### config.mk
export PLATFORM = sky130hd
export DESIGN_NAME = link_pulse_monitor
export DESIGN_NICKNAME = d
export VERILOG_FILES = /design/src/rtl/lpm_pkg.sv /design/src/rtl/lpm_tx_pulse_gen.sv /design/src/rtl/lpm_idle_timer.sv /design/src/rtl/lpm_link_fsm.sv /design/src/rtl/link_pulse_monitor.sv
export SDC_FILE = /design/constraint.sdc
export NUM_CORES = 1
export LEC_CHECK = 0
export BUFFER_PORTS_ARGS = -buffer_cell sky130_fd_sc_hd__buf_2
export CORE_MARGIN = 2
export CORE_UTILIZATION = 54
export DETAILED_ROUTE_END_ITERATION = 16
export PLACE_DENSITY = 0.8
export SLEW_MARGIN = 10
export SYNTH_ARGS = -nofsm -noshare
export SYNTH_HDL_FRONTEND = slang
export SYNTH_SLANG_ARGS = --single-unit
### constraint.sdc
create_clock -name clk -period 1.8 [get_ports clk]
set_input_delay 0.09 -clock clk [delete_from_list [all_inputs] [get_ports clk]]
set_output_delay 0.09 -clock clk [all_outputs]
set_load 0.005 [all_outputs]
### src/rtl/lpm_pkg.sv
package lpm_pkg;
  typedef enum logic {
    LNK_DOWN = 1'b0,
    LNK_UP   = 1'b1
  } link_st_e;
endpackage

### src/rtl/lpm_tx_pulse_gen.sv
module lpm_tx_pulse_gen #(
  parameter int PULSE_PERIOD = 1_600_000
) (
  input  logic clk,
  input  logic rst,
  output logic lp_out
);
  localparam int CW = (PULSE_PERIOD > 2) ? $clog2(PULSE_PERIOD) : 1;
  localparam logic [CW-1:0] LAST = CW'(PULSE_PERIOD - 1);

  logic [CW-1:0] cnt;

  always_ff @(posedge clk) begin
    if (rst) begin
      cnt    <= '0;
      lp_out <= 1'b0;
    end else begin
      lp_out <= (cnt == LAST);
      if (cnt == LAST) cnt <= '0;
      else             cnt <= cnt + CW'(1);
    end
  end
endmodule

### src/rtl/lpm_idle_timer.sv
module lpm_idle_timer #(
  parameter int LOSS_WINDOW = 10_000_000
) (
  input  logic clk,
  input  logic rst,
  input  logic clear,
  output logic expire
);
  localparam int WW = (LOSS_WINDOW > 2) ? $clog2(LOSS_WINDOW) : 1;
  localparam logic [WW-1:0] LAST = WW'(LOSS_WINDOW - 1);

  logic [WW-1:0] cnt;

  // Quiet-cycle count; expiry is flagged on the edge that would pass the window.
  assign expire = !clear && (cnt == LAST);

  always_ff @(posedge clk) begin
    if (rst || clear) cnt <= '0;
    else if (cnt != LAST) cnt <= cnt + WW'(1);
  end
endmodule

### src/rtl/lpm_link_fsm.sv
module lpm_link_fsm
  import lpm_pkg::*;
(
  input  logic clk,
  input  logic rst,
  input  logic lp_seen,
  input  logic test_off,
  input  logic an_on,
  input  logic expire,
  output logic is_up,
  output logic tx_open,
  output logic link_fail,
  output logic an_restart
);
  link_st_e st, st_n;
  logic     fail_n;

  always_comb begin
    st_n   = st;
    fail_n = 1'b0;
    if (test_off) begin
      st_n = LNK_DOWN;
    end else begin
      case (st)
        LNK_DOWN: if (lp_seen) st_n = LNK_UP;
        LNK_UP: if (expire) begin
          st_n   = LNK_DOWN;
          fail_n = 1'b1;
        end
        default: st_n = LNK_DOWN;
      endcase
    end
  end

  always_ff @(posedge clk) begin
    if (rst) begin
      st         <= LNK_DOWN;
      tx_open    <= 1'b0;
      link_fail  <= 1'b0;
      an_restart <= 1'b0;
    end else begin
      st         <= st_n;
      tx_open    <= test_off || (st_n == LNK_UP);
      link_fail  <= fail_n;
      an_restart <= fail_n && an_on;
    end
  end

  assign is_up = (st == LNK_UP);
endmodule

### src/rtl/link_pulse_monitor.sv
module link_pulse_monitor #(
  parameter int PULSE_PERIOD = 1_600_000,
  parameter int LOSS_WINDOW  = 10_000_000
) (
  input  logic clk,
  input  logic rst,
  input  logic lp_seen,
  input  logic rx_active,
  input  logic test_off,
  input  logic an_on,
  output logic tx_open,
  output logic link_up,
  output logic link_fail,
  output logic an_restart,
  output logic lp_out
);
  logic is_up;
  logic expire;
  logic timer_clear;
  logic gate_q;

  assign timer_clear = lp_seen || rx_active || !is_up || test_off;

  lpm_tx_pulse_gen #(.PULSE_PERIOD(PULSE_PERIOD)) u_pgen (
    .clk    (clk),
    .rst    (rst),
    .lp_out (lp_out)
  );

  lpm_idle_timer #(.LOSS_WINDOW(LOSS_WINDOW)) u_idle (
    .clk    (clk),
    .rst    (rst),
    .clear  (timer_clear),
    .expire (expire)
  );

  lpm_link_fsm u_fsm (
    .clk        (clk),
    .rst        (rst),
    .lp_seen    (lp_seen),
    .test_off   (test_off),
    .an_on      (an_on),
    .expire     (expire),
    .is_up      (is_up),
    .tx_open    (gate_q),
    .link_fail  (link_fail),
    .an_restart (an_restart)
  );

  assign tx_open = gate_q;
  assign link_up = gate_q;
endmodule

==> results.cfg, run 1 <==
[status]
status = finished clean

[synth]
seq_area_frac_synth = 0.4494
syn_nets = 261
synth_common_cells = dfxtp_1, nor2_1, xor2_1, nand3_1, nand2_1
netlist_top_cells_area = dfxtp_1, nor2_1, xor2_1
synthArstFlopShare = 0
synth_ff_type = dfxtp_1
ys_types = 39
synth_top_area_cell = dfxtp_1
synth-edff-count = 0
synth.top_cell.area_share = 0.4494
synth.avg_cell_area_sq_um = 8.803
syn_area_sq_um = 2227
synth-warning-count = 0
ys_ff_latch = 50
synthCells = 253

[pwr]
power.total_mw = 1.979
switching_power_mw = 0.4179
swShare = 0.2112
seqPwrFrac = 0.566
power_frac_clock = 0.407
p_int_mw = 1.561
power_density_nw_per_um2 = 776.7
comb_power_share = 0.028
ir_drop_mv = 0.7005
p_leak_nw = 0.8865

[clock_tree]
tritoncts = built
root_buffer = clkbuf_8
post_cts_buffers = 0
path_clk_slew_ps = 100
clkLatencyLatePin_ps = 310
cts_buffers = 5
htree_levels = 2
clock_path_buffers = 2
cts.sinks = 50

[sta]
finalSetupViolCount = 0
hold_viol = 0
fmax_mhz = 576.6
worst_pin_slew_ps = 516.6
fin_crit_sh = 0.9635
rsz0062_at_grt = no
skew_ps = 15.27
maxSlewViolCount = 0
slew_headroom = 0.6524
fin_crit_ps = 1734
tns_ps = 0

[place]
dp_hpwl_um = 2869
placed_cell_area_sq_um = 2396
gp_congestion = 0.7815
portBuffers = 10

[grt]
grt_max_degree = 18
grt.total_usage = 0.1972
overflow = 0
grt_pass1_wl_um = 6927
grt_antenna_before_repair = 0
grt_pass1_vias = 1664

[final_layout]
postLayoutCoreUtil = 0.6415
area_growth_pct = 14.38
nFillCells = 354
diodes = 0
design_area_sq_um = 2547
nNetsFinal = 286
layout-drive-gt1-share = 0.1828

[critical_path]
cp-start-kind = register
crit_fanout = 8
critPathCaptureType = register
cp.arrival_ps = 1940
critPathRequiredTime_ps = 2010
criticalPathCategory = register to register

[routing]
drc_errors = 0
wirelength_um = 3987
drt-vias-per-instance = 5.441
vias = 1790
dr.pass1.iters = 4
post_drt_wl_per_cell_um = 12.12
drt_iter0_drc = 71
ant_nets = 0

[worst_hold_path]
hp-class = primary input to register

[flow_run]
max_cap_viol_count = 0

[floorplan]
io-pin-count = 11
row_count = 23
die-area_sq_um = 4654
die_h_um = 68.22
start_util = 0.5608
coreArea_sq_um = 3971
fp.dieW_um = 68.22
[worst paths after layout]
check,cells after the start,slack (ps),to,start
setup / recovery,6,70,u_pgen.cnt[3]$_SDFF_PP0_,u_pgen.cnt[3]$_SDFF_PP0_
setup reg to reg,6,70,u_pgen.cnt[3]$_SDFF_PP0_,u_pgen.cnt[3]$_SDFF_PP0_
hold / removal,3,20,u_fsm.is_up$_SDFF_PP0_,lp_seen
hold reg to reg,2,520,u_idle.cnt[0]$_SDFFE_PP0P_,u_idle.cnt[0]$_SDFFE_PP0P_
[layout by cell type, fill, tap and decap left out, types with 3 or more instances in the layout]
cell type,Yosys,final
nor4_1,4,4
nor3_1,4,4
nor4_2,3,3
nand4_1,10,10
xnor2_1,14,14
clkbuf_8,0,5
and3_1,4,4
and4_1,3,3
nor2_1,50,50
dfxtp_2,0,4
dfxtp_1,50,45
or3_1,4,4
nand3_1,20,20
buf_4,3,13
buf_2,0,10
nand2_1,16,16
o21ai_0,4,4
a21oi_1,4,4
xor2_1,21,21
inv_1,7,7
[power groups by stage]
stage | clock (mW) | sequential [mW] | combinational (mW)
2_1_floorplan | 0 | 1.15 | 0.0282
3_3_place_gp | 0 | 1.14 | 0.0500
3_5_place_dp | 0 | 1.15 | 0.0514
4_1_cts | 0.831 | 1.12 | 0.0547
5_1_grt | 0.860 | 1.12 | 0.0607
6_report | 0.805 | 1.12 | 0.0544
[per-layer routing]
| layer | global-route usage | vias to the layer above | part of all wire |
|---|---|---|---|
| met1 | 0.2270 | 851 | 0.45 |
| met4 | 0.08500 | 0 | 0.012 |
| met3 | 0.04934 | 5 | 0.029 |
| met5 | 0 | - | 0 |
| met2 | 0.3447 | 14 | 0.50 |
| li1 | - | 920 | - |
[cell type report]
class                   instances  area (sq um)  area share
well taps                      50         62.56     0.02456
inverters                       7         26.28     0.01031
repair buffers                 26         178.9     0.07024
clock inverters                 3         47.55     0.01866
clock buffers                   5         68.82     0.02701
flip-flops and latches         50          1010      0.3964
multi-input cells             188          1154      0.4529
[cell families after synthesis]
| family | synth area share |
|---|---|
| mux | 0.004495 |
| fa+ha+maj | 0.01123 |
| xor+xnor | 0.1376 |
| buf+inv | 0.03371 |
| simple gates | 0.3247 |
| flops | 0.4494 |
| compound gates | 0.03877 |
[worst max-delay path, cell delays in order, from the launching register on]
cell	delay [ps]
dfxtp_2	390
and4_2	290
nand3_1	150
or3_1	420
nand2b_1	150
buf_4	180
nor2_1	50
[sequential cells by signal, indices dropped and copies added, names as in the netlist]
signal and flops:
u_fsm.link_fail 1, u_idle.cnt 24, u_pgen.cnt 21, u_fsm.tx_open 1
u_fsm.is_up 1, u_pgen.lp_out 1, u_fsm.an_restart 1
[what timing repair did]
| item | in CTS | in global routing |
|---|---|---|
| endpoints found under the hold margin | 2 | 0 |
| hold buffers | 2 | 0 |
| setup endpoints to repair | 0 | 20 |
| gates resized for setup | 0 | 8 |
[stage by stage]
stage / hold WS, ps / instances / worst slack (ps)
final: 16.33 / 329 / 65.75
after global routing: 21.76 / 329 / 14.40
after CTS: 13.84 / 329 / 9.000
after detailed placement: 282.2 / 319 / 42.13
after global placement: 275.1 / 319 / 95.38
after floorplan: 168.5 / 253 / 52.72
Note: power is estimated with default switching activity, not from simulation.
==> run 2: changes to the inputs <==
Settings changed: CELL_PAD_IN_SITES_DETAIL_PLACEMENT set to 1, CELL_PAD_IN_SITES_GLOBAL_PLACEMENT set to 2, CORE_UTILIZATION 54 to 34, PLACE_DENSITY 0.8 to 0.81.
==> run 2 against run 1 <==
Against the previous run: clock-buffer cell count stayed put; sequential power about the same; sequential cell count did not move.
==> results.cfg, run 2 (synthesized netlist as in run 1, its figures left out) <==
[final_layout]
nFillCells = 769
nNetsFinal = 289
layout.cells.most_common = nor2_1
reg_top3 = u_idle.cnt x24, u_pgen.cnt x21
area_growth_pct = 17.36
multi_input_area_sq_um = 1174
layout-drive-gt1-share = 0.1986
largest_register_ffs = 24
diodes = 0
ff_latch_area_sq_um = 1007
final_cell_mix = nor2_1, dfxtp_1, xor2_1
largest_register = u_idle.cnt

[critical_path]
critPathRequiredTime_ps = 2000
path_cells = or4_4, nor3_4, buf_4, mux2i_1, nor2_1
cp.arrival_ps = 1880
cpPeakStageDelay_ps = 590
cp-start-kind = register
critPathCaptureType = register
criticalPathCategory = register to register
reg2reg_depth = 5
cp_slowest_cell = or4_4
crit_fanout = 4

[sta]
skew_ps = 13.98
hold_viol = 0
finalSetupViolCount = 0
slew_headroom = 0.7098
worst_pin_slew_ps = 431.4
maxSlewViolCount = 0
fin_crit_ps = 1683
fin_crit_sh = 0.9352
tns_ps = 0
rsz0062_at_grt = yes
fmax_mhz = 594.1
whs_ps = 28.37

[routing]
drc_errors = 0
post_drt_wl_per_cell_um = 13.54
drt_iter0_drc = 50
vias = 1805
wirelength_um = 4861
drt-vias-per-instance = 5.028
dr.pass1.iters = 4
ant_nets = 0

[worst_hold_path]
whs_path_depth = 3
hp-class = primary input to register

[clock_tree]
root_buffer = clkbuf_8
htree_levels = 2
cts.sinks = 50
clkLatencyLatePin_ps = 310
tritoncts = built
cts_buffers = 5
post_cts_buffers = 0
clock_path_buffers = 2
path_clk_slew_ps = 100

[place]
portBuffers = 10
dp_hpwl_um = 3535
gp_congestion = 0.7434

[grt]
grt_pass1_vias = 1878
grt_max_degree = 17
grt_pass1_wl_um = 8293
grt.total_usage = 0.1436
grt_antenna_before_repair = 0
overflow = 0

[pwr]
seqPwrFrac = 0.561
p_leak_nw = 0.9209
comb_power_share = 0.030
power_density_nw_per_um2 = 762.7
power_frac_clock = 0.409
ir_drop_mv = 0.4193
p_int_mw = 1.559
swShare = 0.2181
switching_power_mw = 0.4348

[floorplan]
coreArea_sq_um = 6350
io-pin-count = 11
die-area_sq_um = 7214
row_count = 29
die_h_um = 84.94
start_util = 0.3507
fp.dieW_um = 84.94

[flow_run]
max_cap_viol_count = 0

[status]
status = finished clean
## run 2: cell types whose count changed in the layout (fill, tap and decap cells not counted), sizes merged
cell / previous run / this run
buf: 24 / 27
## run 2: repair_timing
action	4_1_cts	5_1_grt
setup endpoints to repair	0	29
resized for setup	0	9
endpoints found under the hold margin	2	0
hold buffers	2	0
## run 2: worst max-delay path, delay by kind of cell, from the launching register on
kind,cells,cell delay (ps)
buf+inv,1,150
flops,1,370
mux,1,190
simple gates,3,860
## run 2: per-layer routing
metal | wire length, um | up-vias | track usage
met2 | 2437 | 7 | 0.2548
met1 | 2263 | 866 | 0.1697
met5 | 0 | - | 0
met4 | 89 | 0 | 0.05628
met3 | 70 | 7 | 0.02918
li1 | - | 925 | -
## run 2: power groups by stage
stage,Combinational (mW),Clock (mW),Sequential (mW)
after floorplan,0.0282,0,1.15
after global placement,0.0542,0,1.14
after detailed placement,0.0558,0,1.14
after CTS,0.0599,0.850,1.12
after global routing,0.0677,0.894,1.12
final,0.0589,0.816,1.12
## run 2: final timing paths
kind / from / endpoint / slack, ps
worst max register to register: u_idle.cnt[14]$_SDFFE_PP0P_ / u_idle.cnt[1]$_SDFFE_PP0P_ / 120
worst min register to register: u_fsm.is_up$_SDFF_PP0_ / u_fsm.is_up$_SDFF_PP0_ / 500
worst min-delay path: lp_seen / u_fsm.is_up$_SDFF_PP0_ / 30
worst max-delay path: u_idle.cnt[14]$_SDFFE_PP0P_ / u_idle.cnt[1]$_SDFFE_PP0P_ / 120
## run 2: cell type report
type	count	area share
multi-input cells	188	0.4490
repair buffers	29	0.07563
well taps	77	0.03686
inverters	7	0.01005
clock inverters	3	0.01675
clock buffers	5	0.02633
flip-flops and latches	50	0.3854
## run 2: through the flow
| stage | instance area, sq um | std cells | util | total power [mW] | setup WS (ps) |
|---|---|---|---|---|---|
| 6_report | 2614 | 359 | 0.4116 | 1.994 | 116.7 |
| 5_1_grt | 2614 | 359 | 0.4116 | 2.082 | -20.30 |
| 4_1_cts | 2585 | 359 | 0.4071 | 2.028 | 39.04 |
| 3_5_place_dp | 2452 | 349 | 0.3862 | 1.200 | 61.91 |
| 3_3_place_gp | 2452 | 349 | 0.3862 | 1.198 | 96.55 |
| 2_1_floorplan | 2227 | 253 | - | 1.176 | 52.72 |
==> run 3: changes to the inputs <==
Settings changed: CORE_UTILIZATION 34 to 37, PLACE_DENSITY 0.81 to 0.83.
Clock period 1.8 ns to 1.6 ns, I/O delays scaled along.
==> run 3 against run 2 <==
Against the previous run: the flow now finishes with violations (negative setup slack); cell count increased by 8.6%; global-route usage rose by 2.9 points; critical path depth increased by 2; maximum frequency increased by 0.74%; cell area rose by 18%; setup slack got worse by 190 ps; power grew 14%; utilization up 11 points; via count rose by 9.8%; sequential power grew 13%; sequential cell count unchanged; clock skew is 6.7 ps lower; critical endpoint is now u_idle.cnt[18]$_SDFFE_PP0P_; largest power group unchanged; highest routed layer unchanged.
==> results.cfg, run 3 (synthesized netlist as in run 1, its figures left out) <==
[clock_tree]
path_clk_slew_ps = 90
cts.sinks = 50
htree_levels = 2
tritoncts = built
clkLatencyLatePin_ps = 310
root_buffer = clkbuf_8
clock_path_buffers = 2
cts_buffers = 5

[final_layout]
largest_register_ffs = 24
nFillCells = 667
postLayoutCoreUtil = 0.5234
reg_top3 = u_idle.cnt x24, u_pgen.cnt x21
nNetsFinal = 323
layout-drive-gt1-share = 0.3778
largest_register = u_idle.cnt
layout.cells.most_common = nor2_1
diodes = 0
area_growth_pct = 38.31
final_cell_mix = nor2_1, buf_4, dfxtp_1

[place]
portBuffers = 10
dp_hpwl_um = 3826
gp_congestion = 0.7629
dpl_worst_slack_ps = -124.6

[grt]
grt_pass1_vias = 2022
grt_max_degree = 18
grt.total_usage = 0.1728
overflow = 0
grt_pass1_wl_um = 8790
grt_antenna_before_repair = 0

[status]
status = finished, violations left
violations = negative setup slack

[sta]
rsz0062_at_grt = yes
maxSlewViolCount = 0
hold_viol = 0
fin_crit_sh = 1.044
skew_ps = 7.299
finalSetupViolCount = 5
final.setup.worst_slack_ps = -70.86
slew_headroom = 0.7119
worst_pin_slew_ps = 428.2
fin_crit_ps = 1671
fmax_mhz = 598.5

[critical_path]
crit_fanout = 6
critPathRequiredTime_ps = 1850
cpPeakStageDelay_ps = 340
path_cells = buf_4, nand4_1, nor4_4, buf_4, nand4_1, xor2_1, nor2_1
cp_top_family = simple AND/OR/NAND/NOR gates
criticalPathCategory = register to register
cp-start-kind = register
critPathCaptureType = register
cp_slowest_cell = dfxtp_2
crit_buf_inv = 2
cp.arrival_ps = 1920

[flow_run]
max_cap_viol_count = 0

[pwr]
power_frac_clock = 0.408
p_int_mw = 1.796
power_density_nw_per_um2 = 737.4
p_leak_nw = 1.175
power.total_mw = 2.271
swShare = 0.2093
comb_power_share = 0.038
seqPwrFrac = 0.554
switching_power_mw = 0.4754
ir_drop_mv = 0.5476

[routing]
dr.pass1.iters = 4
wirelength_um = 5661
drt_iter0_drc = 74
post_drt_wl_per_cell_um = 14.52
ant_nets = 0
drt-vias-per-instance = 5.079
vias = 1981
drc_errors = 0

[floorplan]
fp.dieW_um = 81.59
die-area_sq_um = 6656
row_count = 28
coreArea_sq_um = 5886
start_util = 0.3784
io-pin-count = 11
die_h_um = 81.59

[worst_hold_path]
hp-class = primary input to register
[run 3: cell count changes in the layout (fill, tap and decap cells not counted), sizes merged]
cell,delta
clkinv,-1
clkbuf,+2
inv,-1
buf,+33
[run 3: stage by stage]
step                      hold WS, ps  cells  setup TNS (ps)  area, sq um
after floorplan                 158.5    253          -7.969         2288
after global placement          264.4    374          -878.3         2725
after detailed placement        281.5    374          -728.6         2725
after CTS                       35.34    384          -60.92         2918
after global routing            30.87    390           -1915         3080
final                           38.73    390          -127.5         3080
[run 3: worst paths after layout]
kind | from | end | slack (ps) | cells past startpoint
worst max-delay path | u_idle.cnt[9]$_SDFFE_PP0P_ | u_idle.cnt[18]$_SDFFE_PP0P_ | -70 | 7
worst min-delay path | lp_seen | u_fsm.is_up$_SDFF_PP0_ | 40 | 3
worst max register to register | u_idle.cnt[9]$_SDFFE_PP0P_ | u_idle.cnt[18]$_SDFFE_PP0P_ | -70 | 7
worst min register to register | u_idle.cnt[5]$_SDFFE_PP0P_ | u_idle.cnt[5]$_SDFFE_PP0P_ | 520 | 2
[run 3: timing repair]
item,4_1_cts,5_1_grt
hold endpoints to repair,2,0
pin swaps,4,10
setup buffers,1,5
gates cloned,0,1
resized for setup,14,22
hold buffers,2,0
endpoints found under the setup margin,32,34
[run 3: power by group through the flow]
stage / sequential, mW / combinational [mW] / clock, mW
floorplan: 1.29 / 0.0340 / 0
global placement: 1.29 / 0.0671 / 0
detailed placement: 1.29 / 0.0689 / 0
CTS: 1.26 / 0.0734 / 0.945
global route: 1.26 / 0.0951 / 1.01
finish: 1.26 / 0.0856 / 0.927
[run 3: tightest hold or removal path: stages]
cell      delay [ps]
buf_2            110
inv_1             60
a211oi_2          60
[run 3: layer usage]
metal / up-vias / share of wire / wire [um] / GRT usage
met4: 0 / 0.025 / 144 / 0.07000
met1: 959 / 0.41 / 2349 / 0.1848
met5: - / 0 / 0 / 0
met2: 14 / 0.54 / 3056 / 0.3303
li1: 994 / - / - / -
met3: 14 / 0.019 / 110 / 0.03297
[run 3: final cells by class]
class | instances | area, sq um | share of cell area
clock inverter | 1 | 30.03 | 0.009748
clock buffer | 6 | 82.58 | 0.02681
tap | 75 | 93.84 | 0.03046
timing repair buffer | 63 | 506.7 | 0.1645
inverter | 7 | 26.28 | 0.008530
multi-input combinational | 188 | 1313 | 0.4261
sequential | 50 | 1028 | 0.3339
